### src/rtl/cam_ctrl_pkg.sv
package cam_ctrl_pkg;

    typedef enum logic [3:0] {
        OP_NOP        = 4'd0,
        OP_PAN        = 4'd1,
        OP_TILT       = 4'd2,
        OP_ZOOM       = 4'd3,
        OP_CAM_ON     = 4'd4,
        OP_CAM_OFF    = 4'd5,
        OP_SET_ADDR   = 4'd6,
        OP_SET_FRAMES = 4'd7,
        OP_IRQ_ON     = 4'd8,
        OP_IRQ_OFF    = 4'd9,
        OP_LAUNCH     = 4'd10
    } cam_op_e;

    typedef struct packed {
        logic err_start;
        logic err_range;
        logic aborted;
        logic done;
    } cam_status_t;

endpackage

### src/rtl/cam_axis.sv
module cam_axis #(
    parameter int W    = 8,
    parameter int MINV = -90,
    parameter int MAXV = 90
) (
    input  logic                clk,
    input  logic                rst_n,
    input  logic                step_valid,
    input  logic signed [W-1:0] step,
    output logic signed [W-1:0] pos,
    output logic                clamped
);
    localparam logic signed [W:0] LO = (W+1)'(MINV);
    localparam logic signed [W:0] HI = (W+1)'(MAXV);

    logic signed [W-1:0] pos_d, pos_q;
    logic signed [W:0]   sum;

    always_comb begin
        sum     = {pos_q[W-1], pos_q} + {step[W-1], step};
        pos_d   = pos_q;
        clamped = 1'b0;
        if (step_valid) begin
            if (sum > HI) begin
                pos_d   = HI[W-1:0];
                clamped = 1'b1;
            end else if (sum < LO) begin
                pos_d   = LO[W-1:0];
                clamped = 1'b1;
            end else begin
                pos_d = sum[W-1:0];
            end
        end
    end

    always_ff @(posedge clk) begin
        if (!rst_n) pos_q <= '0;
        else        pos_q <= pos_d;
    end

    assign pos = pos_q;
endmodule

### src/rtl/cam_burst.sv
module cam_burst #(
    parameter int ADDR_W      = 16,
    parameter int DATA_W      = 16,
    parameter int FCNT_W      = 8,
    parameter int FRAME_WORDS = 4
) (
    input  logic              clk,
    input  logic              rst_n,
    input  logic              load,
    input  logic [ADDR_W-1:0] load_addr,
    input  logic [FCNT_W-1:0] load_frames,
    input  logic              abort,
    input  logic              pix_valid,
    input  logic [DATA_W-1:0] pix_data,
    output logic              busy,
    output logic              finish,
    output logic              dma_valid,
    output logic [ADDR_W-1:0] dma_addr,
    output logic [DATA_W-1:0] dma_data
);
    localparam int WIDX_W = (FRAME_WORDS > 1) ? $clog2(FRAME_WORDS) : 1;
    localparam logic [WIDX_W-1:0] LAST_W = WIDX_W'(FRAME_WORDS - 1);

    typedef struct packed {
        logic              busy;
        logic [ADDR_W-1:0] ptr;
        logic [FCNT_W-1:0] left;
        logic [WIDX_W-1:0] widx;
        logic              dv;
        logic [ADDR_W-1:0] da;
        logic [DATA_W-1:0] dd;
    } burst_t;

    burst_t d, q;
    logic   take, last_word;

    always_comb begin
        take      = q.busy && pix_valid && !abort;
        last_word = (q.widx == LAST_W);
        finish    = take && last_word && (q.left == FCNT_W'(1));
        d         = q;
        d.dv      = 1'b0;
        if (load) begin
            d.busy = 1'b1;
            d.ptr  = load_addr;
            d.left = load_frames;
            d.widx = '0;
        end else if (abort) begin
            d.busy = 1'b0;
        end else if (take) begin
            d.dv  = 1'b1;
            d.da  = q.ptr;
            d.dd  = pix_data;
            d.ptr = q.ptr + 1'b1;
            if (last_word) begin
                d.widx = '0;
                d.left = q.left - 1'b1;
                if (q.left == FCNT_W'(1)) d.busy = 1'b0;
            end else begin
                d.widx = q.widx + 1'b1;
            end
        end
    end

    always_ff @(posedge clk) begin
        if (!rst_n) q <= '0;
        else        q <= d;
    end

    assign busy      = q.busy;
    assign dma_valid = q.dv;
    assign dma_addr  = q.da;
    assign dma_data  = q.dd;
endmodule

### src/rtl/cam_ctrl.sv
module cam_ctrl
    import cam_ctrl_pkg::*;
#(
    parameter int ADDR_W      = 16,
    parameter int DATA_W      = 16,
    parameter int ANG_W       = 8,
    parameter int FCNT_W      = 8,
    parameter int FRAME_WORDS = 4,
    parameter int PAN_LIM     = 90,
    parameter int TILT_LIM    = 45,
    parameter int ZOOM_MAX    = 15
) (
    input  logic                    clk,
    input  logic                    rst_n,
    input  logic                    cmd_valid,
    input  logic [3:0]              cmd_op,
    input  logic [ADDR_W-1:0]       cmd_arg,
    input  logic                    pix_valid,
    input  logic [DATA_W-1:0]       pix_data,
    output logic signed [ANG_W-1:0] pan_pos,
    output logic signed [ANG_W-1:0] tilt_pos,
    output logic signed [ANG_W-1:0] zoom_pos,
    output logic                    cam_on,
    output logic                    busy,
    output logic                    dma_valid,
    output logic [ADDR_W-1:0]       dma_addr,
    output logic [DATA_W-1:0]       dma_data,
    output logic [3:0]              status,
    output logic                    irq
);
    localparam int NAX = 3;
    localparam int AX_MIN [NAX] = '{-PAN_LIM, -TILT_LIM, 0};
    localparam int AX_MAX [NAX] = '{PAN_LIM, TILT_LIM, ZOOM_MAX};
    localparam cam_op_e AX_OP [NAX] = '{OP_PAN, OP_TILT, OP_ZOOM};

    typedef struct packed {
        logic              cam_on;
        logic              irq_en;
        logic [ADDR_W-1:0] buf_addr;
        logic [FCNT_W-1:0] nframes;
        cam_status_t       st;
    } ctrl_t;

    ctrl_t   d, q;
    cam_op_e op;
    logic    go_cmd, go_ok, abort, finish;
    logic    [NAX-1:0] ax_clamp;
    logic signed [ANG_W-1:0] ax_pos [NAX];
    logic signed [ANG_W-1:0] step;

    assign op   = cam_op_e'(cmd_op);
    assign step = cmd_arg[ANG_W-1:0];

    for (genvar g = 0; g < NAX; g++) begin : g_axis
        cam_axis #(
            .W   (ANG_W),
            .MINV(AX_MIN[g]),
            .MAXV(AX_MAX[g])
        ) u_axis (
            .clk       (clk),
            .rst_n     (rst_n),
            .step_valid(cmd_valid && (op == AX_OP[g])),
            .step      (step),
            .pos       (ax_pos[g]),
            .clamped   (ax_clamp[g])
        );
    end

    always_comb begin
        go_cmd = cmd_valid && (op == OP_LAUNCH);
        go_ok  = go_cmd && q.cam_on && (q.nframes != '0) && !busy;
        abort  = cmd_valid && (op == OP_CAM_OFF) && busy;
        d      = q;
        if (cmd_valid) begin
            case (op)
                OP_CAM_ON:     d.cam_on   = 1'b1;
                OP_CAM_OFF:    d.cam_on   = 1'b0;
                OP_SET_ADDR:   d.buf_addr = cmd_arg;
                OP_SET_FRAMES: d.nframes  = cmd_arg[FCNT_W-1:0];
                OP_IRQ_ON:     d.irq_en   = 1'b1;
                OP_IRQ_OFF:    d.irq_en   = 1'b0;
                default: ;
            endcase
        end
        if (|ax_clamp)        d.st.err_range = 1'b1;
        if (go_ok)            d.st           = '0;
        if (go_cmd && !go_ok) d.st.err_start = 1'b1;
        if (finish)           d.st.done      = 1'b1;
        if (abort)            d.st.aborted   = 1'b1;
    end

    always_ff @(posedge clk) begin
        if (!rst_n) q <= '0;
        else        q <= d;
    end

    cam_burst #(
        .ADDR_W     (ADDR_W),
        .DATA_W     (DATA_W),
        .FCNT_W     (FCNT_W),
        .FRAME_WORDS(FRAME_WORDS)
    ) u_burst (
        .clk        (clk),
        .rst_n      (rst_n),
        .load       (go_ok),
        .load_addr  (q.buf_addr),
        .load_frames(q.nframes),
        .abort      (abort),
        .pix_valid  (pix_valid),
        .pix_data   (pix_data),
        .busy       (busy),
        .finish     (finish),
        .dma_valid  (dma_valid),
        .dma_addr   (dma_addr),
        .dma_data   (dma_data)
    );

    assign pan_pos  = ax_pos[0];
    assign tilt_pos = ax_pos[1];
    assign zoom_pos = ax_pos[2];
    assign cam_on   = q.cam_on;
    assign status   = q.st;
    assign irq      = q.irq_en && (|q.st);
endmodule

### config.mk
export PLATFORM = sky130hd
export DESIGN_NAME = cam_ctrl
export DESIGN_NICKNAME = d
export VERILOG_FILES = /design/src/rtl/cam_ctrl_pkg.sv /design/src/rtl/cam_axis.sv /design/src/rtl/cam_burst.sv /design/src/rtl/cam_ctrl.sv
export SDC_FILE = /design/constraint.sdc
export NUM_CORES = 1
export LEC_CHECK = 0
export BUFFER_PORTS_ARGS = -buffer_cell sky130_fd_sc_hd__buf_2
export CORE_MARGIN = 5
export CORE_UTILIZATION = 55
export DETAILED_ROUTE_END_ITERATION = 10
export PLACE_DENSITY = 0.86
export SYNTH_ARGS = -nofsm -noshare
export SYNTH_HDL_FRONTEND = slang
export SYNTH_SLANG_ARGS = --single-unit
### constraint.sdc
create_clock -name clk -period 6.75 [get_ports clk]
set_input_delay 1.6875 -clock clk [delete_from_list [all_inputs] [get_ports clk]]
set_output_delay 1.6875 -clock clk [all_outputs]
set_load 0.05 [all_outputs]
After elaboration in Yosys (flattened, before gate mapping). Index checks and enable logic that the tools add are counted. W data, S select, Z words.

Bits of input ports: 40. Logic and storage cells: 118. Output and inout bits: 64. Flip-flop bits (word level): 114.

$add $sub $neg: 6. Mux-type cells: 30. Equality and inequality tests: 13. $lt $le $gt $ge: 6. Bitwise gates (word level): 3. Reduce and logical (&&, ||, !) cells: 42.

Operator list (number): $mux W60 (1); $mux W59 (1); $mux W8 (7); $add A8 B8 Y9 (3); $mux W27 (1); $add A16 B1 Y16 const B (1); $eq A4 B3 Y1 const B (4); $mux W1 (16); $logic_and A1 B1 Y1 (15); $reduce_bool A2 Y1 (7); $eq A4 B4 Y1 const B (3); $reduce_and A2 Y1 (6); $gt A9 B5 Y1 const B (1); $gt A9 B7 Y1 const B (1); $gt A9 B8 Y1 const B (1); $lt A9 B1 Y1 const B (1); $lt A9 B7 Y1 const B (1); $lt A9 B8 Y1 const B (1); $reduce_and A3 Y1 (3); $reduce_bool A3 Y1 (3); $eq A4 B2 Y1 const B (2); $eq A8 B1 Y1 const B (1); $reduce_bool A8 Y1 (1); $sub A8 B1 Y8 const B (1); 12 further kinds (18).

Depth between registers and ports, before layout.
Depth in word-level cells: 9. Depth in mapped cells: 9. Depth with buffers taken out: 9.

Cells and area by module. Synthesis repeated with hierarchy kept, for this count alone.

Cell total of the unflattened synthesis: 747. Area, all modules: 6446.2 um^2.

Modules (own cells, without submodules): cam_burst (area each 2882.8 um^2, sequential area each 1201.2 um^2, cells an instance 350, instances 1); cam_ctrl (area each 1282.5 um^2, sequential area each 600.6 um^2, cells an instance 140, instances 1); cam_axis at g_axis[0].u_axis (area each 832.0 um^2, sequential area each 160.2 um^2, cells an instance 97, instances 1); cam_axis at g_axis[1].u_axis (area each 812.0 um^2, sequential area each 160.2 um^2, cells an instance 89, instances 1); cam_axis at g_axis[2].u_axis (area each 636.9 um^2, sequential area each 160.2 um^2, cells an instance 71, instances 1).

Least setup slack after synthesis. Ideal clock, no wire load.

Path type: input -> register. Start point: input port cmd_arg[0]. End point: register g_axis[0].u_axis.pos_q[3]. Cell stages on the path: 9. Setup slack: 2.927 ns. Buffers on the path: 0. Library setup time: 0.119 ns. Data arrival time: 3.704 ns. Required time: 6.631 ns. Cells stage by stage: ha_1 > fa_1 > a211oi_2 > o21bai_1 > a311oi_1 > o21ai_0 > a21oi_1 > nor3_1 > o221a_2.

Longest elaborated chain between the ends: 4. Elaborated cells between the ends (all ways): 5. Those cells by class: add/sub (1); order compare (2); mux (2).

RTL lines: start, declared (line cam_ctrl.sv:17) `input logic [ADDR_W-1:0] cmd_arg,`; $add A8 B8 Y9 (*) (line cam_axis.sv:20) `sum = {pos_q[W-1], pos_q} + {step[W-1], step};`; $lt A9 B8 Y1 (line cam_axis.sv:27) `end else if (sum < LO) begin`; $mux W8 (line cam_axis.sv:27); $mux W8 (*) (line cam_axis.sv:24) `if (sum > HI) begin`; end signal, assigned (line cam_axis.sv:38) `else pos_q <= pos_d;`; end, declared (line cam_axis.sv:16) `logic signed [W-1:0] pos_d, pos_q;`.

Every way passes the cells marked *; elsewhere a longest branch is shown, timed or not. A chain may end at the register's enable or synchronous reset.

Worst setup path in the final report. Same ends and word-level chain as after synthesis.

==> impl_metrics.toml <==
[timing]
layout_setup_ws_ns = 2.83
slew_headroom_pct = 24.5
finalHoldViolations = 0
period_minus_slack_ns = 3.92
period_share_pct = 58.1
setup_tns_ns = 0
tightest_slew_ns = 1.12
finalClockSkew_ns = 0.00787
fmax_ghz = 0.255
drv_slew = 0
finalSetupViolCount = 0
rsz0062_at_grt = "false"

[drt]
drt-pass1-iter-count = 7
drtIter0Drc = 498
drt-total-wl_um = 15300
wire_per_inst_um = 16.1
drc = 0
vias = 5567
detail-route-antenna-nets = 0
vias_per_cell = 5.85

[synthesis]
syn_nets = 811
ys_warn_count = 0
synth-edff-count = 0
syn_avg_cell_area_um2 = 8.35
yosysSeqAreaShare_pct = 37.0
synthArstFlopShare_pct = 0
ys.flop_type = "dfxtp_1"
ys_types = 66
syn_area_um2 = 6180
synthCells = 740
synth-seq-cells = 114

[setup_path]
startpoint_type = "primary input"
cp_max_fo = 5
critPathArrivalTime_ns = 4.22
path_class = "primary input to register"
worstSetupStartpoint = "cmd_arg[0]"
timing.rr.start = "g_axis[0].u_axis.pos[0]$_SDFFE_PN0P_"
required_ns = 7.05
endpoint_kind = "register"

[cells_and_area]
final_common_cell = "nand2_1"
fillers = 907
syn_to_final_growth_pct = 15.2
nets = 869
stdcell_area_um2 = 7110
drive_above_1_share_pct = 19.4
finalNonFillerCells = 951
num_antenna_cells = 0
layout_common_cells = "140 x nand2_1, 114 x dfxtp_1, 103 x buf_2"

[placement]
hpwlAfterDp_um = 10400
pre_cts_ws_ns = 2.46
place.gp.congestion = 0.935
io_buffers = 103
dp_cells = 919
placed_area_um2 = 6500

[cts]
ctsRootBufferMaster = "clkbuf_16"
cts_tree = "done"
cts_resized = 0
cts_buffer_depth = 2
clock_sinks = 114
clk_pin_slew_ns = 0.06
clock_latency_ns = 0.42
cts_setup_buffers = 0
htreeDepth = 4
cts_buffers = 17
hold_buffers = 0

[power_and_ir_drop]
leakage_nw = 3.07
finalPower_mw = 1.74
p_per_area_nw_per_um2 = 245
peakVddDrop_mv = 0.190

[floorplanning]
fp-row-count = 38
design.die.area_um2 = 13400
die_w_um = 116
fp.dieH_um = 116
io_pins = 104
core_area_um2 = 10900
start_util_pct = 56.5

[outcome]
status = "finished, final reports clean"

[worst_hold_path]
holdCritStartpoint = "u_burst.dma_addr[12]$_SDFFE_PN0P_"
min_path_type = "register to register"

[global_route]
grt_pass1_wl_um = 25300
track_usage_pct = 23.5
grt-ovfl-total = 0
grt_pass1_vias = 5249
grt_antenna_before_repair = 0
grt_max_degree = 70

[flow_run]
drv_cap = 0
## final cells by class
type	instances	area, µm²	share of cell area, %
clock buffers	19	443	6.23
clock inverters	13	174	2.44
inverters	13	48.8	0.686
multi-input cells	546	3450	48.5
flip-flops and latches	114	2280	32.1
well taps	140	175	2.46
repair buffers	106	538	7.56
## report_power, final
part	total [mW]	switching [mW]	internal [mW]
Combinational	0.128	0.0794	0.0491
Clock	0.934	0.338	0.596
Sequential	0.682	0.00386	0.678
## cell usage after synthesis, drive strengths merged, types with 2 or more instances
cell type  count  area share [%]
nand2        141             8.6
dfxtp        114              37
a21boi        58             7.1
o21ai         45             3.6
buf           39             4.6
nor2          37             2.2
a21oi         31             2.5
clkbuf        28             1.7
ha            28             5.7
a211oi        19             2.5
nor3          15             1.2
inv           13            0.79
nor2b         12             1.2
a21o          11             1.3
and3          10             1.1
mux2i          9             1.5
a311oi         8             1.1
nand2b         8            0.81
a31oi          7            0.71
and2           7            0.71
nand3          7            0.57
nor4           7            0.95
o211a          7             1.1
xor2           7            0.99
o211ai         6            0.73
nand3b         5            0.61
or2            5            0.51
xnor2          5            0.71
and4           4            0.65
nand4          4            0.41
nor3b          4            0.49
o21a           4            0.49
fa             3            0.97
o21bai         3            0.36
o221a          3            0.55
o221ai         3            0.43
o22ai          3            0.30
a22oi          2            0.24
a32oi          2            0.28
or3b           2            0.28
## logic make-up after synthesis
logic type,synth area share [%]
adder cells (fa/ha/maj),6.65
XOR/XNOR,1.70
AND/OR/NAND/NOR,20.8
AO/OA/AOI/OAI,25.1
flip-flops,37.0
multiplexers,1.70
buffers and inverters,7.13
## final timing paths
path / cells after the start / to / slack [ns]
hold / removal: 2 / u_burst.dma_addr[12]$_SDFFE_PN0P_ / 0.46
setup reg to reg: 9 / g_axis[0].u_axis.pos[3]$_SDFFE_PN0P_ / 3.95
setup / recovery: 10 / g_axis[0].u_axis.pos[3]$_SDFFE_PN0P_ / 2.83
hold reg to reg: 2 / u_burst.dma_addr[12]$_SDFFE_PN0P_ / 0.46
## flip-flops by register name, summed over array words and instances (netlist names)
signal             count
g_axis.u_axis.pos     24
u_burst.busy           1
u_burst.dma_valid      1
cam_on                 1
u_burst.dma_data      16
u_burst.q             26
status                 4
u_burst.dma_addr      16
q                     25
## worst max-delay path, cell delays in order
cell,delay [ns]
buf_2,0.15
ha_1,0.26
fa_1,0.46
a211oi_2,0.32
o21bai_1,0.12
a311oi_1,0.40
o21ai_0,0.19
a21oi_1,0.32
nor3_1,0.08
o221a_2,0.23
## metrics by stage
step           util [%]  hold WS (ns)
3_3_place_gp       59.4         0.450
5_1_grt            65.1         0.480
4_1_cts            65.1         0.463
3_5_place_dp       59.4         0.454
6_report           65.1         0.461
2_1_floorplan         -         0.440
## per-layer routing
layer	vias up	global-route usage [%]	part of all wire, %	wire [µm]
li1	2730	-	-	-
met1	2586	30.4	44	6780
met2	215	37.6	45	6920
met3	36	6.37	8.2	1250
met4	0	8.58	2.3	348
met5	-	0	0	0
(Power assumes the default switching activity.)
